==> src/rtl/spi_hold_slave.sv <==
module spi_hold_slave #(
  parameter int DW   = 8,
  parameter int IDXW = 4
) (
  input  logic            clk,
  input  logic            rst_n,
  input  logic            sck,
  input  logic            cs_n,
  input  logic            hold_n,
  input  logic            si,
  output logic            so,
  output logic            so_oe,
  input  logic [DW-1:0]   tx_byte,
  output logic            tx_load,
  output logic [DW-1:0]   rx_byte,
  output logic            rx_valid,
  output logic [IDXW-1:0] rx_index,
  output logic            standby,
  output logic            abort
);
  localparam int CW = $clog2(DW);
  localparam logic [CW-1:0] LAST = CW'(DW - 1);

  logic [1:0] sck_m, cs_m, hold_m, si_m;
  logic       sck_q, cs_q;
  logic       held, seen;
  logic [CW-1:0]   bit_cnt;
  logic [IDXW-1:0] idx;
  logic [DW-2:0]   rx_sh;
  logic [DW-1:0]   tx_sh;

  wire sck_s  = sck_m[1];
  wire cs_s   = cs_m[1];
  wire hold_s = hold_m[1];
  wire si_s   = si_m[1];

  wire sck_rise = sck_s & ~sck_q;
  wire sck_fall = ~sck_s & sck_q;
  wire cs_start = cs_q & ~cs_s;
  wire cs_end   = ~cs_q & cs_s;
  wire active   = ~cs_s & ~held;

  assign so    = tx_sh[DW-1];
  assign so_oe = active;

  always_ff @(posedge clk or negedge rst_n) begin
    if (!rst_n) begin
      sck_m  <= 2'b00;
      cs_m   <= 2'b11;
      hold_m <= 2'b11;
      si_m   <= 2'b00;
      sck_q  <= 1'b0;
      cs_q   <= 1'b1;
    end else begin
      sck_m  <= {sck_m[0], sck};
      cs_m   <= {cs_m[0], cs_n};
      hold_m <= {hold_m[0], hold_n};
      si_m   <= {si_m[0], si};
      sck_q  <= sck_s;
      cs_q   <= cs_s;
    end
  end

  always_ff @(posedge clk or negedge rst_n) begin
    if (!rst_n)
      held <= 1'b0;
    else if (cs_s)
      held <= 1'b0;
    else if (!held && !hold_s && !sck_s)
      held <= 1'b1;
    else if (held && hold_s && !sck_s)
      held <= 1'b0;
  end

  always_ff @(posedge clk or negedge rst_n) begin
    if (!rst_n) begin
      bit_cnt  <= '0;
      idx      <= '0;
      seen     <= 1'b0;
      rx_sh    <= '0;
      rx_byte  <= '0;
      rx_valid <= 1'b0;
      rx_index <= '0;
    end else begin
      rx_valid <= 1'b0;
      if (cs_s) begin
        bit_cnt <= '0;
        idx     <= '0;
        seen    <= 1'b0;
      end else if (active && sck_rise) begin
        rx_sh <= {rx_sh[DW-3:0], si_s};
        seen  <= 1'b1;
        if (bit_cnt == LAST) begin
          bit_cnt  <= '0;
          rx_byte  <= {rx_sh, si_s};
          rx_valid <= 1'b1;
          rx_index <= idx;
          idx      <= idx + 1'b1;
        end else begin
          bit_cnt <= bit_cnt + 1'b1;
        end
      end
    end
  end

  always_ff @(posedge clk or negedge rst_n) begin
    if (!rst_n) begin
      tx_sh   <= '0;
      tx_load <= 1'b0;
    end else begin
      tx_load <= 1'b0;
      if (cs_start) begin
        tx_sh   <= tx_byte;
        tx_load <= 1'b1;
      end else if (active && sck_fall && seen) begin
        if (bit_cnt == '0) begin
          tx_sh   <= tx_byte;
          tx_load <= 1'b1;
        end else begin
          tx_sh <= {tx_sh[DW-2:0], 1'b0};
        end
      end
    end
  end

  always_ff @(posedge clk or negedge rst_n) begin
    if (!rst_n) begin
      standby <= 1'b0;
      abort   <= 1'b0;
    end else begin
      standby <= cs_end;
      abort   <= cs_end & ((bit_cnt != '0) | held);
    end
  end

  AST_VALID_SINGLE: assert property (@(posedge clk) disable iff (!rst_n)
    rx_valid |=> !rx_valid);
  AST_VALID_ON_BOUNDARY: assert property (@(posedge clk) disable iff (!rst_n)
    rx_valid |-> bit_cnt == '0);
  AST_HOLD_FREEZES_POSITION: assert property (@(posedge clk) disable iff (!rst_n)
    (held && !cs_s) |=> ($stable(bit_cnt) && $stable(idx)));
  AST_HOLD_ENTRY_SCK_LOW: assert property (@(posedge clk) disable iff (!rst_n)
    $rose(held) |-> !$past(sck_s));
  AST_HOLD_EXIT_SCK_LOW: assert property (@(posedge clk) disable iff (!rst_n)
    ($fell(held) && !$past(cs_s)) |-> !$past(sck_s));
  AST_DESELECT_CLEARS: assert property (@(posedge clk) disable iff (!rst_n)
    cs_s |=> (bit_cnt == '0 && idx == '0 && !held));
endmodule

==> config.mk <==
export PLATFORM = sky130hd
export DESIGN_NAME = spi_hold_slave
export DESIGN_NICKNAME = d
export VERILOG_FILES = /design/src/rtl/spi_hold_slave.sv
export SDC_FILE = /design/constraint.sdc
export NUM_CORES = 1
export LEC_CHECK = 0
export CAP_MARGIN = 25
export CORE_ASPECT_RATIO = 0.6
export CORE_UTILIZATION = 40
export DETAILED_ROUTE_END_ITERATION = 10
export PLACE_DENSITY_LB_ADDON = 0.15
export SYNTH_ARGS = -nofsm -noshare
export SYNTH_HDL_FRONTEND = slang
export SYNTH_SLANG_ARGS = --single-unit
==> constraint.sdc <==
create_clock -name clk -period 2.77 [get_ports clk]
set_input_delay 0.277 -clock clk [delete_from_list [all_inputs] [get_ports clk]]
set_output_delay 0.277 -clock clk [all_outputs]
set_load 0.01 [all_outputs]
==> results of run 1 <==
## layer usage
| metal | up-vias | global-route usage | part of all wire |
|---|---|---|---|
| met1 | 544 | 0.1975 | 0.53 |
| met3 | 7 | 0.04508 | 0.038 |
| met5 | - | 0 | 0 |
| li1 | 546 | - | - |
| met4 | 0 | 0.05357 | 0.016 |
| met2 | 23 | 0.1962 | 0.42 |
## layout make-up
type / count / area (um^2) / area share
Multi-Input combinational cell: 80 / 646.9 / 0.2601
Inverter: 5 / 18.77 / 0.007545
Clock inverter: 2 / 60.06 / 0.02414
Timing Repair Buffer: 34 / 342.8 / 0.1378
Tap cell: 63 / 78.83 / 0.03169
Clock buffer: 6 / 82.58 / 0.03320
Sequential cell: 50 / 1257 / 0.5055
## critical path: cells and delay by family (launching register included)
kind                   cells  cell delay [ns]
AND/OR/NAND/NOR            1             0.09
flip-flops                 1             0.68
buffers and inverters      1             0.48
## state kept, by name, indices dropped and copies added, names as in the netlist, 2 cells and up
name and flops:
sck_m 2, cs_m 2, rx_index 4, tx_sh 8, rx_sh 7, rx_byte 8, hold_m 2, si_m 2
bit_cnt 3, idx 4
## power by group
group	switching [mW]	leakage [nW]	internal [mW]	total, mW
combinational	0.0606	0.512	0.0857	0.146
sequential	0.0501	0.642	0.806	0.856
clock	0.229	0.0714	0.385	0.613
## worst max path at each step
stage | slack, ns | from | cells after the start | to
2_1_floorplan | 1.13 | held | 4 | rx_byte[2]
3_3_place_gp | 1.06 | cs_m[1] | 3 | rx_byte[7]
3_5_place_dp | 0.99 | cs_m[1] | 3 | rx_sh[4]
4_1_cts | 0.92 | cs_m[1] | 2 | so_oe
5_1_grt | 0.84 | cs_m[1] | 3 | tx_sh[6]
6_report | 0.94 | cs_m[1] | 2 | so_oe
## kinds of logic after synthesis
kind of cell	count (synthesis)	share of synthesized area
fa+ha+maj	4	0.02566
buf+inv	9	0.02373
flops	50	0.6446
xor+xnor	3	0.01347
mux	27	0.1649
simple gates	30	0.08083
compound gates	16	0.04683
## stage by stage
step	hold slack (ns)	setup WS (ns)	util	std cells
3_3_place_gp	0.3347	1.065	0.4993	230
2_1_floorplan	-0.01859	1.125	-	139
4_1_cts	0.3583	0.9163	0.5366	240
3_5_place_dp	0.2936	0.9909	0.5036	231
5_1_grt	0.3691	0.8414	0.5366	240
6_report	0.3553	0.9366	0.5366	240
## cells in the final DEF, fill, tap and decap left out, types with 2 or more instances in the layout
cell / n
sky130_fd_sc_hd__a21oi_1: 2
sky130_fd_sc_hd__nand2_1: 13
sky130_fd_sc_hd__nand3_1: 3
sky130_fd_sc_hd__dfstp_2: 5
sky130_fd_sc_hd__mux2_2: 13
sky130_fd_sc_hd__clkbuf_8: 6
sky130_fd_sc_hd__mux2i_1: 7
sky130_fd_sc_hd__dfrtp_1: 45
sky130_fd_sc_hd__ha_1: 4
sky130_fd_sc_hd__xor2_1: 3
sky130_fd_sc_hd__nor2_1: 8
sky130_fd_sc_hd__o21ai_0: 9
sky130_fd_sc_hd__mux2_4: 7
sky130_fd_sc_hd__bufinv_16: 2
sky130_fd_sc_hd__inv_1: 5
sky130_fd_sc_hd__clkdlybuf4s50_1: 30
==> out/results.txt, run 1 <==
The logs give 0.6446 for the sequential element share of the synthesized area and 0 for the max-slew violation count. The synthesis-to-layout area growth is 27.52%, and the area of the die is 5169 um^2. By area the synthesized netlist is led by sky130_fd_sc_hd__dfrtp_1 58%, sky130_fd_sc_hd__mux2_2 7.5%, sky130_fd_sc_hd__dfstp_2 6.7%, sky130_fd_sc_hd__mux2_4 5.4%, sky130_fd_sc_hd__mux2i_1 3.6%. Most frequent cell after synthesis: sky130_fd_sc_hd__dfrtp_1. For the final global-route overflow total, the log shows 0. For this design the top-level I/O count stands at 32. Endpoint of the lowest-slack register-to-register path: rx_sh[4].

Once the clock tree was built, the resizer swapped 0 gates to a different size. The number of DRC violations after detailed-routing iteration 0 is 36. The hold path startpoint was sck_m[0]. Horizontal die dimension: 92.16 um. Entering global routing, the biggest net connects 29 pins.

The cell count after synthesis came out at 139. Counting along the longest clock path gives a buffer depth of 2. The deepest level of the CTS H-tree is 2. At the pin with the least slew margin, the transition time is 0.9423 ns. The logs give 545.4 MHz for the highest clock rate and 0.4208 for the initial cell density of the core. The run gives 0.97 ns as the setup slack of the most critical reg-to-reg path. Count of antenna-violating nets left after detailed routing: 0. The number of enable-type register cells in the synthesized netlist is 0. The tree is rooted in a sky130_fd_sc_hd__clkbuf_8. The tools report the tightest slew margin relative to the limit as 0.3676. In this run the critical register-to-register path is launched from cs_m[1]. For this run, the post-layout net count is 194. The number of antenna violations at the first check in global routing is 0, and the total routed wirelength is 3.097 mm. Counting every net in the synthesized netlist gives 157.

Once detailed placement completed, the half-perimeter wirelength came to 2.165 mm. From bottom edge to top edge, the die measures 56.09 um. The final worst-path cycle share works out to 0.6619. The worst setup path is captured at a primary output. The first global-routing pass estimated 5.361 mm of wire. The critical path is of the register to primary output type. The latest clock arrival within the worst-skew pair was 0.30 ns; the count of port buffers added during placement was 31.

STA classifies the critical path startpoint as a register. The tree built by TritonCTS fans out to 50 sinks. The placeable core region was 4636 um^2. The share of final-layout standard cells stronger than drive strength 1 works out to 0.2203. Dividing the detail-routed via count by the number of cells gives 4.667. TritonCTS built the clock tree. After detailed routing, the average wire length per cell comes to 12.90 um.

The number of fillers in the final layout came out at 397. Across the run, the number of max-cap violations was 0. The most used flip-flop cell after synthesis was sky130_fd_sc_hd__dfrtp_1.

The run gives 0 as the number of DRC violations after detailed routing. In this run the power density over the cells is 649.6 nW/um^2. Ranked by instance count, the synthesized netlist is headed by 45 x sky130_fd_sc_hd__dfrtp_1, 13 x sky130_fd_sc_hd__mux2_2, 13 x sky130_fd_sc_hd__nand2_1, 9 x sky130_fd_sc_hd__o21ai_0, 8 x sky130_fd_sc_hd__nor2_1.

The run gives 0 as the number of endpoints with negative hold slack in the final report. TritonCTS created 5 clock buffers. For the worst setup path, the data arrival time is 1.56 ns. Yosys printed 0 warnings. At the end of routability-driven placement, the weighted congestion stood at 0.7337.

The tightest min-delay check is of the register to register type. The floorplan has 19 rows. The detailed router placed 1120 vias in this run.

For this run, the detailed router's first-pass iteration total came to 4. The flow ran to the end, and the final reports show no timing, DRC or antenna violations. For the setup clock skew after layout, the log shows 0.004919 ns.

Summed over all cells, the static leakage comes to 1.225 nW. The clock period minus final worst setup slack is 1.833 ns, and the setup-violating endpoint count in the final report is 0. Along the worst path, the maximum fanout reaches 12. The synthesized area per cell is 14.03 um^2. Post-route cell area: 2487 um^2. The synthesized netlist occupies a cell area of 1951 um^2.

Setup repair after global routing left no endpoint under its margin. The critical path goes through nor2_1 > clkdlybuf4s50_1. At the worst endpoint, the required time is 2.49 ns.

The synthesized design spends more area on one cell type than any other, namely sky130_fd_sc_hd__dfrtp_1. The number of storage elements in the synthesis netlist works out to 50. The worst hold path was traced through 0 stages. The area share of the largest cell type after synthesis works out to 0.5773. The logs give 0 ns for the sum of negative setup slack and 1 for the count of hold-fix buffers inserted at cts. The depth of the worst register-to-register path works out to 3. The worst IR drop on VDD is 0.2768 mV. After clock tree synthesis, the setup repair step added 0 buffers.

After clock tree synthesis, the clock-pin slew on the worst setup and hold paths is 0.09 ns. Once placement finished, the instance area stood at 2335 um^2. In this run, distinct cell masters in the synthesized netlist total 28. For this design, the slowest cell found on the critical path is sky130_fd_sc_hd__dfstp_2. Sink of the worst hold path: sck_m[1]. The power after layout came out at 1.616 mW. The largest incremental delay on the critical path was 0.68 ns.

The number of global-route vias before repair is 1160, and the proportion of register bits with asynchronous set or reset after synthesis is 1.000. For the global-route usage over all layers, the log shows 0.1385. The number of antenna diodes in the final layout is 0.
Note: power is estimated with default switching activity, not from simulation.
==> run 2, diff against run 1 <==
==> constraint.sdc (replaced) <==
create_clock -name clk -period 1.7 [get_ports clk]
set_input_delay 0.17 -clock clk [delete_from_list [all_inputs] [get_ports clk]]
set_output_delay 0.17 -clock clk [all_outputs]
set_load 0.01 [all_outputs]
==> out/results.txt, run 2 (synthesis gave the netlist of run 1 again) <==
In the layout the commonest cells are 45 x sky130_fd_sc_hd__dfrtp_1, 29 x sky130_fd_sc_hd__clkdlybuf4s50_1, 13 x sky130_fd_sc_hd__mux2_2, 13 x sky130_fd_sc_hd__nand2_1, 9 x sky130_fd_sc_hd__o21ai_0. The total I/O pin count came out at 32 (unchanged). Worst hold-check path type: input port to register. The slew at the pin closest to its max-slew limit is 0.5734 ns (-0.3689 ns). The number of core rows came out at 19 (unchanged). The post-detailed-placement half-perimeter wirelength came out at 2.216 mm (+2.4%). Setup repair after global routing left no endpoint under its margin. The initial cell density of the core is 0.4208 (unchanged). The overall die height is 56.09 um (unchanged), and the area of the die is 5169 um^2 (unchanged).

The highest clock rate was 630.6 MHz; the sum of negative setup slack was 0 ns (unchanged). Max-slew violation count: 0 (unchanged). The deepest level of the CTS H-tree was 2 (unchanged); the required arrival time at the worst endpoint was 1.89 ns (-0.60 ns).

The share of final-layout standard cells stronger than drive strength 1 works out to 0.2278 (+0.007439). The antenna diode instance count was 0 (unchanged); the overall via count from detail_route was 1131 (+0.98%). The run gives 28 (-3.4%) as the maximum number of pins on one net before global-route repair.

The number of antenna violations at the first check in global routing was 0 (unchanged). The first-pass detailed-route iteration total is 4 (unchanged). Leaving out fill and tap cells, the most frequent cell in the layout is sky130_fd_sc_hd__dfrtp_1. The peak fanout along the critical path works out to 13 (+1).

The tools report the leakage power as 1.220 nW (-0.44%). The type of origin of the critical path was a register. The number of global-route vias before repair was 1177 (+1.5%). The cell area power density is 950.6 nW/um^2 (+46%). The vias per cell works out to 4.654 (-0.26%). The logs give 0.5223 mV (+89%) for the worst IR drop on VDD and 0 (unchanged) for the setup-violating endpoint count in the final report. Critical path arrival: 1.77 ns (+0.21 ns).

The logs give 0 (unchanged) for the number of endpoints with negative hold slack in the final report and 2 (unchanged) for the deepest clock path buffer count. The logs give 0 (unchanged) for the count of antenna-violating nets left after detailed routing and 0.30 ns (about the same) for the latest clock arrival within the worst-skew pair. The count of port buffers added during placement was 31 (unchanged).

The largest registers in the layout are rx_byte (8), tx_sh (8), rx_sh (7). The run finished with clean final reports. The tools report the number of DRC violations after detailed-routing iteration 0 as 45 (+25%). The routed wirelength normalized by instance count works out to 13.11 um (+1.6%). The tools report the global-route usage over all layers as 0.1466 (+0.008077). The run gives 0 (unchanged) as the max-capacitance violation count. The tools report the setup clock skew after layout as 0.005249 ns (+0.0003303 ns). The run gives 0 (unchanged) as the post-CTS setup-driven buffer insertion count. Wire length of the first global-routing pass: 5.692 mm (+6.2%). The tools report the routability-driven placement congestion ratio as 0.7248 (-1.2%).

STA classifies the critical path endpoint as a register. The clock period minus final worst setup slack came out at 1.586 ns. The hold slack is 0.2696 ns (-0.08564 ns), and the CTS sink count is 50 (unchanged). The register clock-pin slew on the reported worst setup and hold paths is 0.09 ns (about the same), and the number of DRC violations after detailed routing is 0 (unchanged). The final-stage net count was 197 (+1.5%); the synthesis-to-layout area growth was 26.17%. The run gives 0 (unchanged) as the final global-route overflow total.

TritonCTS built the clock tree. The placeable core region was 4636 um^2 (unchanged). The tightest slew margin relative to the limit came out at 0.6177 (+0.2501). Worst setup path category: register to register.

The total routed wirelength is 3.185 mm (+2.8%), and the horizontal die dimension is 92.16 um (unchanged). The post-route core utilization was 0.5309 (-0.005668). The run gives 5 (unchanged) as the CTS buffer count. The tools report the root buffer selected by CTS as sky130_fd_sc_hd__clkbuf_8. The final worst-path cycle share is 0.9328.
==> run 2: critical path, cell delays in order, from the launching register on <==
cell	delay (ns)
sky130_fd_sc_hd__dfrtp_1	0.46
sky130_fd_sc_hd__nor4b_4	0.40
sky130_fd_sc_hd__buf_4	0.26
sky130_fd_sc_hd__mux2_2	0.35
==> run 2: cell type report <==
cell class / instances / area, um^2
Clock inverter: 1 / 5.005
Fill cell: 420 / 2175
Sequential cell: 50 / 1257
Timing Repair Buffer: 37 / 367.9
Multi-Input combinational cell: 80 / 646.9
Tap cell: 63 / 78.83
Clock buffer: 7 / 86.33
Inverter: 5 / 18.77
==> run 2: report_power, final <==
group          internal [mW]  switching [mW]
registers               1.31          0.0804
logic                  0.144           0.103
clock network          0.329           0.370
==> run 2: routing by layer <==
layer,share of wire,GRT usage
met3,0.043,0.05055
met4,0.0094,0.04688
met1,0.52,0.2148
met5,0,0
met2,0.42,0.2036
==> run 2: what timing repair did <==
item	4_1_cts	5_1_grt
hold endpoints to repair	18	0
endpoints found under the setup margin	1	0
hold buffers	1	0
gates resized for setup	2	0
==> run 2: final timing paths <==
check	startpoint	endpoint	slack (ns)	depth (start not counted)
max	held	rx_sh[5]	0.11	3
min	hold_n	hold_m[0]	0.27	1
max reg2reg	held	rx_sh[5]	0.11	3
min reg2reg	hold_m[0]	hold_m[1]	0.36	0
max in group asynchronous	rst_n	rx_byte[7]	0.74	3
min in group asynchronous	rst_n	si_m[1]	0.42	2
==> run 2: stage by stage <==
step / cell area [um^2] / power (mW) / cells / setup WS (ns)
2_1_floorplan: 1951 / 1.536 / 139 / 0.05516
3_5_place_dp: 2357 / 1.668 / 234 / 0.1249
6_report: 2461 / 2.339 / 243 / 0.1143
4_1_cts: 2461 / 2.376 / 243 / 0.1112
5_1_grt: 2461 / 2.467 / 243 / 0.02725
3_3_place_gp: 2357 / 1.649 / 234 / 0.1466
